==> config.mk <==
export PLATFORM = sky130hd
export DESIGN_NAME = nco_quad_mixer
export DESIGN_NICKNAME = d
export VERILOG_FILES = /design/src/rtl/nco_mix_pkg.sv /design/src/rtl/nco_dither_lfsr.sv /design/src/rtl/nco_quarter_rom.sv /design/src/rtl/nco_sincos.sv /design/src/rtl/nco_quad_mixer.sv
export SDC_FILE = /design/constraint.sdc
export NUM_CORES = 2
export LEC_CHECK = 0
export ABC_CLOCK_PERIOD_IN_PS = 17630
export BUFFER_PORTS_ARGS = -buffer_cell sky130_fd_sc_hd__buf_4
export CAP_MARGIN = 40
export CORE_MARGIN = 2
export CORE_UTILIZATION = 35
export CTS_CLUSTER_SIZE = 10
export DETAILED_ROUTE_END_ITERATION = 16
export MAX_ROUTING_LAYER = met4
export PLACE_DENSITY_LB_ADDON = 0.08
export SYNTH_ARGS = -nofsm -noshare
export SYNTH_HDL_FRONTEND = slang
export SYNTH_HIERARCHICAL = 1
export SYNTH_SLANG_ARGS = --single-unit
==> constraint.sdc <==
create_clock -name clk -period 17.63 [get_ports clk]
set_input_delay 0.8815 -clock clk [delete_from_list [all_inputs] [get_ports clk]]
set_output_delay 0.8815 -clock clk [all_outputs]
set_load 0.02 [all_outputs]
==> src/rtl/nco_mix_pkg.sv <==
package nco_mix_pkg;

  localparam int unsigned DEF_IN_W    = 16;
  localparam int unsigned DEF_AMP_W   = 16;
  localparam int unsigned DEF_OUT_W   = 16;
  localparam int unsigned DEF_PH_W    = 32;
  localparam int unsigned DEF_LUT_W   = 10;
  localparam int unsigned DEF_PDITH_W = 20;
  localparam int unsigned DEF_ADITH_W = 2;

  // First-quadrant sample k of `depth`, taken at the middle of its step,
  // scaled to `peak`; Taylor series evaluated at elaboration time.
  function automatic int quarter_amp(int k, int depth, int peak);
    real ang;
    real x2;
    real term;
    real acc;
    ang  = (real'(k) + 0.5) * 1.5707963267948966 / real'(depth);
    x2   = ang * ang;
    term = ang;
    acc  = ang;
    for (int n = 1; n < 9; n++) begin
      term = -term * x2 / real'((2 * n) * (2 * n + 1));
      acc  = acc + term;
    end
    return $rtoi(acc * real'(peak) + 0.5);
  endfunction

endpackage

==> src/rtl/nco_dither_lfsr.sv <==
module nco_dither_lfsr #(
  parameter int unsigned    W     = 32,
  parameter logic [W-1:0]   TAPS  = 32'h8020_0003,
  parameter logic [W-1:0]   SEED  = 32'h1,
  parameter int unsigned    OUT_W = 20
) (
  input  logic             clk,
  input  logic             rst_n,
  output logic [OUT_W-1:0] rnd
);

  logic [W-1:0] state_q;
  logic [W-1:0] state_d;

  always_comb begin
    state_d = {1'b0, state_q[W-1:1]};
    if (state_q[0]) begin
      state_d = state_d ^ TAPS;
    end
  end

  always_ff @(posedge clk or negedge rst_n) begin
    if (!rst_n) begin
      state_q <= SEED;
    end else begin
      state_q <= state_d;
    end
  end

  assign rnd = state_q[OUT_W-1:0];

  AST_LFSR_LIVE: assert property (@(posedge clk) disable iff (!rst_n)
    state_q != '0);

endmodule

==> src/rtl/nco_quarter_rom.sv <==
module nco_quarter_rom #(
  parameter int unsigned IDX_W = 8,
  parameter int unsigned AMP_W = 16,
  parameter int          PEAK  = 32765
) (
  input  logic [IDX_W-1:0] addr_a,
  input  logic [IDX_W-1:0] addr_b,
  output logic [AMP_W-1:0] data_a,
  output logic [AMP_W-1:0] data_b
);

  localparam int unsigned DEPTH = 1 << IDX_W;

  logic [AMP_W-1:0] table_w [DEPTH];

  for (genvar k = 0; k < DEPTH; k++) begin : g_entry
    localparam int VAL = nco_mix_pkg::quarter_amp(k, DEPTH, PEAK);
    assign table_w[k] = AMP_W'(VAL);
  end

  assign data_a = table_w[addr_a];
  assign data_b = table_w[addr_b];

endmodule

==> src/rtl/nco_sincos.sv <==
module nco_sincos #(
  parameter int unsigned LUT_W   = 10,
  parameter int unsigned AMP_W   = 16,
  parameter int          PEAK    = 32765,
  parameter int unsigned ADITH_W = 2
) (
  input  logic                    clk,
  input  logic                    rst_n,
  input  logic                    en,
  input  logic [LUT_W-1:0]        phase_idx,
  input  logic                    adith_en,
  input  logic [ADITH_W-1:0]      dith_c,
  input  logic [ADITH_W-1:0]      dith_s,
  output logic signed [AMP_W-1:0] cos_q,
  output logic signed [AMP_W-1:0] nsin_q
);

  localparam int unsigned IDX_W = LUT_W - 2;

  logic [1:0]              quad;
  logic [IDX_W-1:0]        fine;
  logic [IDX_W-1:0]        cos_addr;
  logic [IDX_W-1:0]        sin_addr;
  logic [AMP_W-1:0]        cos_mag;
  logic [AMP_W-1:0]        sin_mag;
  logic signed [AMP_W-1:0] cos_sgn;
  logic signed [AMP_W-1:0] sin_sgn;
  logic signed [AMP_W-1:0] dc_ext;
  logic signed [AMP_W-1:0] ds_ext;
  logic signed [AMP_W-1:0] cos_d;
  logic signed [AMP_W-1:0] nsin_d;

  assign quad = phase_idx[LUT_W-1 -: 2];
  assign fine = phase_idx[IDX_W-1:0];

  always_comb begin
    sin_addr = quad[0] ? ~fine : fine;
    cos_addr = quad[0] ? fine  : ~fine;
  end

  nco_quarter_rom #(
    .IDX_W (IDX_W),
    .AMP_W (AMP_W),
    .PEAK  (PEAK)
  ) u_rom (
    .addr_a (cos_addr),
    .addr_b (sin_addr),
    .data_a (cos_mag),
    .data_b (sin_mag)
  );

  always_comb begin
    cos_sgn = (quad[0] ^ quad[1]) ? -$signed(cos_mag) : $signed(cos_mag);
    sin_sgn = quad[1] ? -$signed(sin_mag) : $signed(sin_mag);
    if (adith_en) begin
      dc_ext = {{(AMP_W-ADITH_W){dith_c[ADITH_W-1]}}, dith_c};
      ds_ext = {{(AMP_W-ADITH_W){dith_s[ADITH_W-1]}}, dith_s};
    end else begin
      dc_ext = '0;
      ds_ext = '0;
    end
    cos_d  = cos_sgn + dc_ext;
    nsin_d = -(sin_sgn + ds_ext);
  end

  always_ff @(posedge clk or negedge rst_n) begin
    if (!rst_n) begin
      cos_q  <= '0;
      nsin_q <= '0;
    end else if (en) begin
      cos_q  <= cos_d;
      nsin_q <= nsin_d;
    end
  end

  function automatic int mag(logic signed [AMP_W-1:0] v);
    return (v < 0) ? -int'(v) : int'(v);
  endfunction

  AST_AMP_RANGE: assert property (@(posedge clk) disable iff (!rst_n)
    (mag(cos_q) <= PEAK + 2) && (mag(nsin_q) <= PEAK + 2));

  AST_QUAD_PAIR: assert property (@(posedge clk) disable iff (!rst_n)
    ($past(en) && !$past(adith_en)) |-> (mag(cos_q) + mag(nsin_q) >= PEAK - 2));

endmodule

==> src/rtl/nco_quad_mixer.sv <==
module nco_quad_mixer #(
  parameter int unsigned IN_W    = nco_mix_pkg::DEF_IN_W,
  parameter int unsigned AMP_W   = nco_mix_pkg::DEF_AMP_W,
  parameter int unsigned OUT_W   = nco_mix_pkg::DEF_OUT_W,
  parameter int unsigned PH_W    = nco_mix_pkg::DEF_PH_W,
  parameter int unsigned LUT_W   = nco_mix_pkg::DEF_LUT_W,
  parameter int unsigned PDITH_W = nco_mix_pkg::DEF_PDITH_W,
  parameter int unsigned ADITH_W = nco_mix_pkg::DEF_ADITH_W
) (
  input  logic                    clk,
  input  logic                    rst_n,
  input  logic                    in_valid,
  input  logic signed [IN_W-1:0]  in_sample,
  input  logic [PH_W-1:0]         tune_word,
  input  logic [PH_W-1:0]         phase_offset,
  input  logic                    phase_dither_en,
  input  logic                    amp_dither_en,
  output logic                    out_valid,
  output logic signed [OUT_W-1:0] out_i,
  output logic signed [OUT_W-1:0] out_q
);

  localparam int          PEAK   = (1 << (AMP_W - 1)) - 1 - (1 << (ADITH_W - 1));
  localparam int unsigned PROD_W = IN_W + AMP_W;
  localparam int unsigned SUM_W  = PROD_W + 1;
  localparam int unsigned SHIFT  = PROD_W - 1 - OUT_W;
  localparam logic signed [SUM_W-1:0] HALF = SUM_W'(1) << (SHIFT - 1);

  // reset release synchroniser
  logic rst_q1;
  logic rst_sync_n;

  always_ff @(posedge clk or negedge rst_n) begin
    if (!rst_n) begin
      rst_q1     <= 1'b0;
      rst_sync_n <= 1'b0;
    end else begin
      rst_q1     <= 1'b1;
      rst_sync_n <= rst_q1;
    end
  end

  // dither sources
  logic [PDITH_W-1:0]   pd_rnd;
  logic [2*ADITH_W-1:0] ad_rnd;

  nco_dither_lfsr #(
    .W     (32),
    .TAPS  (32'h8020_0003),
    .SEED  (32'h5A5A_1F3D),
    .OUT_W (PDITH_W)
  ) u_pd_lfsr (
    .clk   (clk),
    .rst_n (rst_sync_n),
    .rnd   (pd_rnd)
  );

  nco_dither_lfsr #(
    .W     (16),
    .TAPS  (16'hB400),
    .SEED  (16'hACE1),
    .OUT_W (2 * ADITH_W)
  ) u_ad_lfsr (
    .clk   (clk),
    .rst_n (rst_sync_n),
    .rnd   (ad_rnd)
  );

  // stage 0: accumulator and phase sum
  logic [PH_W-1:0] acc_q;
  logic [PH_W-1:0] acc_d;
  logic [PH_W-1:0] ph_dith;
  logic [PH_W-1:0] ph_sum;
  logic            unused_ph_lo;

  always_comb begin
    acc_d   = in_valid ? acc_q + tune_word : acc_q;
    ph_dith = phase_dither_en ? {{(PH_W-PDITH_W){1'b0}}, pd_rnd} : '0;
    ph_sum  = acc_q + phase_offset + ph_dith;
  end

  assign unused_ph_lo = ^ph_sum[PH_W-LUT_W-1:0];

  // stage 1 registers
  logic                   s1_valid;
  logic signed [IN_W-1:0] s1_x;
  logic [LUT_W-1:0]       s1_idx;
  logic                   s1_ad_en;

  always_ff @(posedge clk or negedge rst_sync_n) begin
    if (!rst_sync_n) begin
      acc_q    <= '0;
      s1_valid <= 1'b0;
      s1_x     <= '0;
      s1_idx   <= '0;
      s1_ad_en <= 1'b0;
    end else begin
      acc_q    <= acc_d;
      s1_valid <= in_valid;
      if (in_valid) begin
        s1_x     <= in_sample;
        s1_idx   <= ph_sum[PH_W-1 -: LUT_W];
        s1_ad_en <= amp_dither_en;
      end
    end
  end

  // stage 2: oscillator lookup
  logic                    s2_valid;
  logic signed [IN_W-1:0]  s2_x;
  logic signed [AMP_W-1:0] cos_q;
  logic signed [AMP_W-1:0] nsin_q;

  nco_sincos #(
    .LUT_W   (LUT_W),
    .AMP_W   (AMP_W),
    .PEAK    (PEAK),
    .ADITH_W (ADITH_W)
  ) u_sincos (
    .clk       (clk),
    .rst_n     (rst_sync_n),
    .en        (s1_valid),
    .phase_idx (s1_idx),
    .adith_en  (s1_ad_en),
    .dith_c    (ad_rnd[ADITH_W-1:0]),
    .dith_s    (ad_rnd[2*ADITH_W-1:ADITH_W]),
    .cos_q     (cos_q),
    .nsin_q    (nsin_q)
  );

  always_ff @(posedge clk or negedge rst_sync_n) begin
    if (!rst_sync_n) begin
      s2_valid <= 1'b0;
      s2_x     <= '0;
    end else begin
      s2_valid <= s1_valid;
      if (s1_valid) begin
        s2_x <= s1_x;
      end
    end
  end

  // stage 3: multiply and round half-up
  logic signed [PROD_W-1:0] prod_i;
  logic signed [PROD_W-1:0] prod_q;
  logic signed [SUM_W-1:0]  sh_i;
  logic signed [SUM_W-1:0]  sh_q;

  always_comb begin
    prod_i = s2_x * cos_q;
    prod_q = s2_x * nsin_q;
    sh_i   = ($signed({prod_i[PROD_W-1], prod_i}) + HALF) >>> SHIFT;
    sh_q   = ($signed({prod_q[PROD_W-1], prod_q}) + HALF) >>> SHIFT;
  end

  always_ff @(posedge clk or negedge rst_sync_n) begin
    if (!rst_sync_n) begin
      out_valid <= 1'b0;
      out_i     <= '0;
      out_q     <= '0;
    end else begin
      out_valid <= s2_valid;
      if (s2_valid) begin
        out_i <= sh_i[OUT_W-1:0];
        out_q <= sh_q[OUT_W-1:0];
      end
    end
  end

  AST_VALID_LATENCY: assert property (@(posedge clk) disable iff (!rst_sync_n)
    out_valid |-> $past(in_valid, 3));

  AST_NO_OVERFLOW_I: assert property (@(posedge clk) disable iff (!rst_sync_n)
    s2_valid |-> ((sh_i[SUM_W-1:OUT_W-1] == '0) || (sh_i[SUM_W-1:OUT_W-1] == '1)));

  AST_NO_OVERFLOW_Q: assert property (@(posedge clk) disable iff (!rst_sync_n)
    s2_valid |-> ((sh_q[SUM_W-1:OUT_W-1] == '0) || (sh_q[SUM_W-1:OUT_W-1] == '1)));

endmodule

==> metrics.md <==
| Metric | Value |
|---|---|
| Status | finished, final reports clean |
| DRC violations left | 0 |
| Relative slew slack | 0.320 |
| Compound-cell area share of the yosys netlist | 0.163 |
| Nets | between 5,000 and 6,000 |
| Top cell by count, worst path | ha_1 |
| Width of the die | about 340 um |
| Worst skew pair latency | approximately 520 ps |
| Final Max Slew Viols | 0 |
| Post-Synthesis Cells | ~4,500 |
| Routability Congestion | 0.978 |
| Mux contribution to synthesized area | 0.0368 |
| Die footprint | roughly 110,000 um2 |
| Actual slew at the worst max-slew pin | slightly below 1000 ps |
| Layout area overhead | 6.74% |
| Largest net degree at the start of global routing | 87 |
| Synth Area in Adders | 0.372 |
| Cts hold-fix bufs | 0 |
| Fillers | 11,700 |
| Die height | between 300 and 400 um |
| Clk root buf | clkbuf_16 |
| Buf/Inv on CP | 4 |
| Cells along the critical path | xnor2_2, buf_4, inv_1, buf_4, inv_1, ha_1, nand2b_1, a21oi_1, o32a_1, o21ai_1, a2111oi_0, a31oi_1, or4_4, or4b_4, o21ai_0, xor2_1, ha_1, ha_1, a21oi_1, nor2_1, a211oi_1, o31ai_1, xnor2_1, mux2_2 |
| Congestion Overflow GR | 0 |
| Clk buf depth | 2 |
| Vias | 32,800 |
| Fraction of layout cells with a size suffix above 1 | 0.0966 |
| R2r worst-path depth | 24 |
| Post-CTS resize count | 0 |
| Avg Cell Area, Syn | between 8 and 9 um2 |
| Startpoint types | register |
| Slowest-stage cell, CP | ha_1 |
| RR Startpoint | s1_idx[8] |
| Post-synthesis sequential area ratio | 0.124 |
| Crit path required time | approximately 18,000 ps |
| Min-delay worst type | primary input to async pin |
| Setup TNS Final | 0 ps |
| FMAX | between 100 and 150 MHz |
| Number of global-route vias before repair | around 34,000 |
| Post-synth EDFFs | 0 |
| Drt total wl | ~140,000 um |
| CP top delay family | compound AO/OA/AOI/OAI gates |
| Post-route minimum period | between 8000 and 9000 ps |
| # clock sinks | roughly 190 |
| DPL Wire Length | between 100,000 and 150,000 um |
| Post-synth cell types | 99 |
| Simple-gate share of the synthesized area | 0.168 |
| Post-synth top area cell | fa_1 |
| Slowest stage delay, CP | ~910 ps |
| Cell Rows | ~120 |
| Largest family of logic cells by synthesized area | adder cells |
| Drt pass-1 iters | 6 |
| Skew final | between 20 and 30 ps |
| Period utilization | 0.461 |
| Ports | 118 |
| Crit Reg-Reg Endpoint | u_sincos/nsin_q[14] |
| Initial DRC count | 2,557 |
| Ys Warns | 6 |
| Critical path endpoint category | register |
| CTS H-Tree Depth | 4 |
| PortBufs | ~120 |
| Synth area leaders | fa_1 (27%), dfrtp_1 (11%), ha_1 (9.7%) |
| Synth Area in XOR/XNOR | 0.0364 |
| CTS Buf Count | 17 |
| Final hold vios | 0 |
| ANT nets after route | 0 |
| Number of max-cap violations | 0 |
| Total track usage | 0.250 |
| Drt wl/cell | about 23 um |
| Setup Buffers After CTS | 0 |
| Placeable Area | 111,000 um2 |
| Worst reg-to-reg setup slack | between 9000 and 10,000 ps |
| RSZ-0062 raised after global routing | no |
| Drt via density | roughly 5.5 |
| Clk pin slew, worst setup/hold paths | approximately 90 ps |
| Top cell type's share of synthesized area | 0.274 |
| Critical Path Fanout Max | 34 |
| CTS tree | yes |
| Seq cells post-synth | between 150 and 200 |
| First-pass GRT wire length | 212,000 um |
| Critical path type | register to register |
| Post-synth ARST share | 1.00 |
| Finish-stage setup viols | 0 |
| Top_reg_cell synth | dfrtp_1 |
| Initial Utilization | 0.353 |
| Number of antenna violations at the first check in global routing | 3 |
| Mapped Area | 39,000 um2 |
| WP data arrival | around 8500 ps |
-- cell usage in the layout, fill, tap and decap left out, types with 87 or more instances in the layout --
cell type,count
inv_1,615
fa_1,534
nand2_1,457
ha_1,303
and2_1,253
a21oi_1,253
o21ai_0,194
buf_4,191
nor2_1,177
dfrtp_1,164
mux2_2,104
xnor2_1,101
nand3_1,87
-- Yosys cell counts (104+ instances only) --
cell and count:
a21oi_1 253, and2_1 253, clkbuf_1 178, dfrtp_1 166
fa_1 534, ha_1 303, inv_1 620, mux2_2 104
nand2_1 457, nor2_1 177, o21ai_0 194, xnor2_1 109
-- per-stage QoR --
| stage | utilization | cell area, um2 | cells | hold WS, ps | setup WS (ps) |
|---|---|---|---|---|---|
| floorplan | - | 39000 | 4539 | 331 | 10900 |
| global placement | 0.369 | 40800 | 5896 | 334 | 9660 |
| detailed placement | 0.371 | 41000 | 5908 | 336 | 9660 |
| CTS | 0.376 | 41600 | 5940 | 78.7 | 9600 |
| global route | 0.376 | 41600 | 5943 | 89.9 | 9070 |
| finish | 0.376 | 41600 | 5944 | 132 | 9500 |
-- cells by family after synthesis --
logic type | Yosys count
other | 2
DFF | 192
buffers and inverters | 942
and+or+nand+nor | 1318
AOI/OAI and AO/OA | 961
adders and majority gates | 837
xor gates and xnor gates | 162
muxes | 124
-- worst reg2reg max path, delay by kind of cell, from the launching register on --
family	cells	cell delay, ps
buf+inv	4	1120
flops	1	870
compound gates	9	2030
simple gates	4	1770
mux	1	260
xor+xnor	3	450
fa+ha+maj	3	1490
-- worst max path at each step --
stage / from / endpoint / slack [ps] / cells past startpoint
2_1_floorplan: s1_idx[8] / u_sincos/nsin_q[14] / 10900 / 26
3_5_place_dp: s1_idx[8] / u_sincos/nsin_q[14] / 9660 / 24
4_1_cts: s1_idx[8] / u_sincos/nsin_q[14] / 9600 / 24
5_1_grt: s1_idx[8] / u_sincos/nsin_q[14] / 9070 / 24
3_3_place_gp: s1_idx[8] / u_sincos/nsin_q[14] / 9660 / 24
6_report: s1_idx[8] / u_sincos/nsin_q[14] / 9500 / 24
-- layer usage --
metal,share of wire,up-vias,GRT usage
li1,-,14900,-
met1,0.46,16600,0.341
met2,0.46,1092,0.389
met3,0.057,222,0.0329
met4,0.029,0,0.0722
met5,0,-,-
-- layout make-up --
class	instances	area, um2	share of cell area
multi-input combinational	3405	30300	0.729
sequential	192	4840	0.116
inverter	622	2340	0.0562
tap	1488	1860	0.0447
timing repair buffer	201	1620	0.0390
clock buffer	18	429	0.0103
clock inverter	14	161	0.00388
antenna	4	10.0	0.000241
-- state kept, by name, indices dropped and copies added (netlist names) --
register	flops
s1_idx	10
u_ad_lfsr/state_q	16
rst_sync_n	1
u_sincos/nsin_q	16
out_i	16
rst_q1	1
out_q	16
s1_valid	1
u_sincos/cos_q	16
s2_valid	1
s2_x	16
u_pd_lfsr/state_q	32
acc_q	32
s1_ad_en	1
s1_x	16
out_valid	1
Power is not shown: default switching activity piles up to over one toggle a cycle in this logic, so the estimate is an artifact.
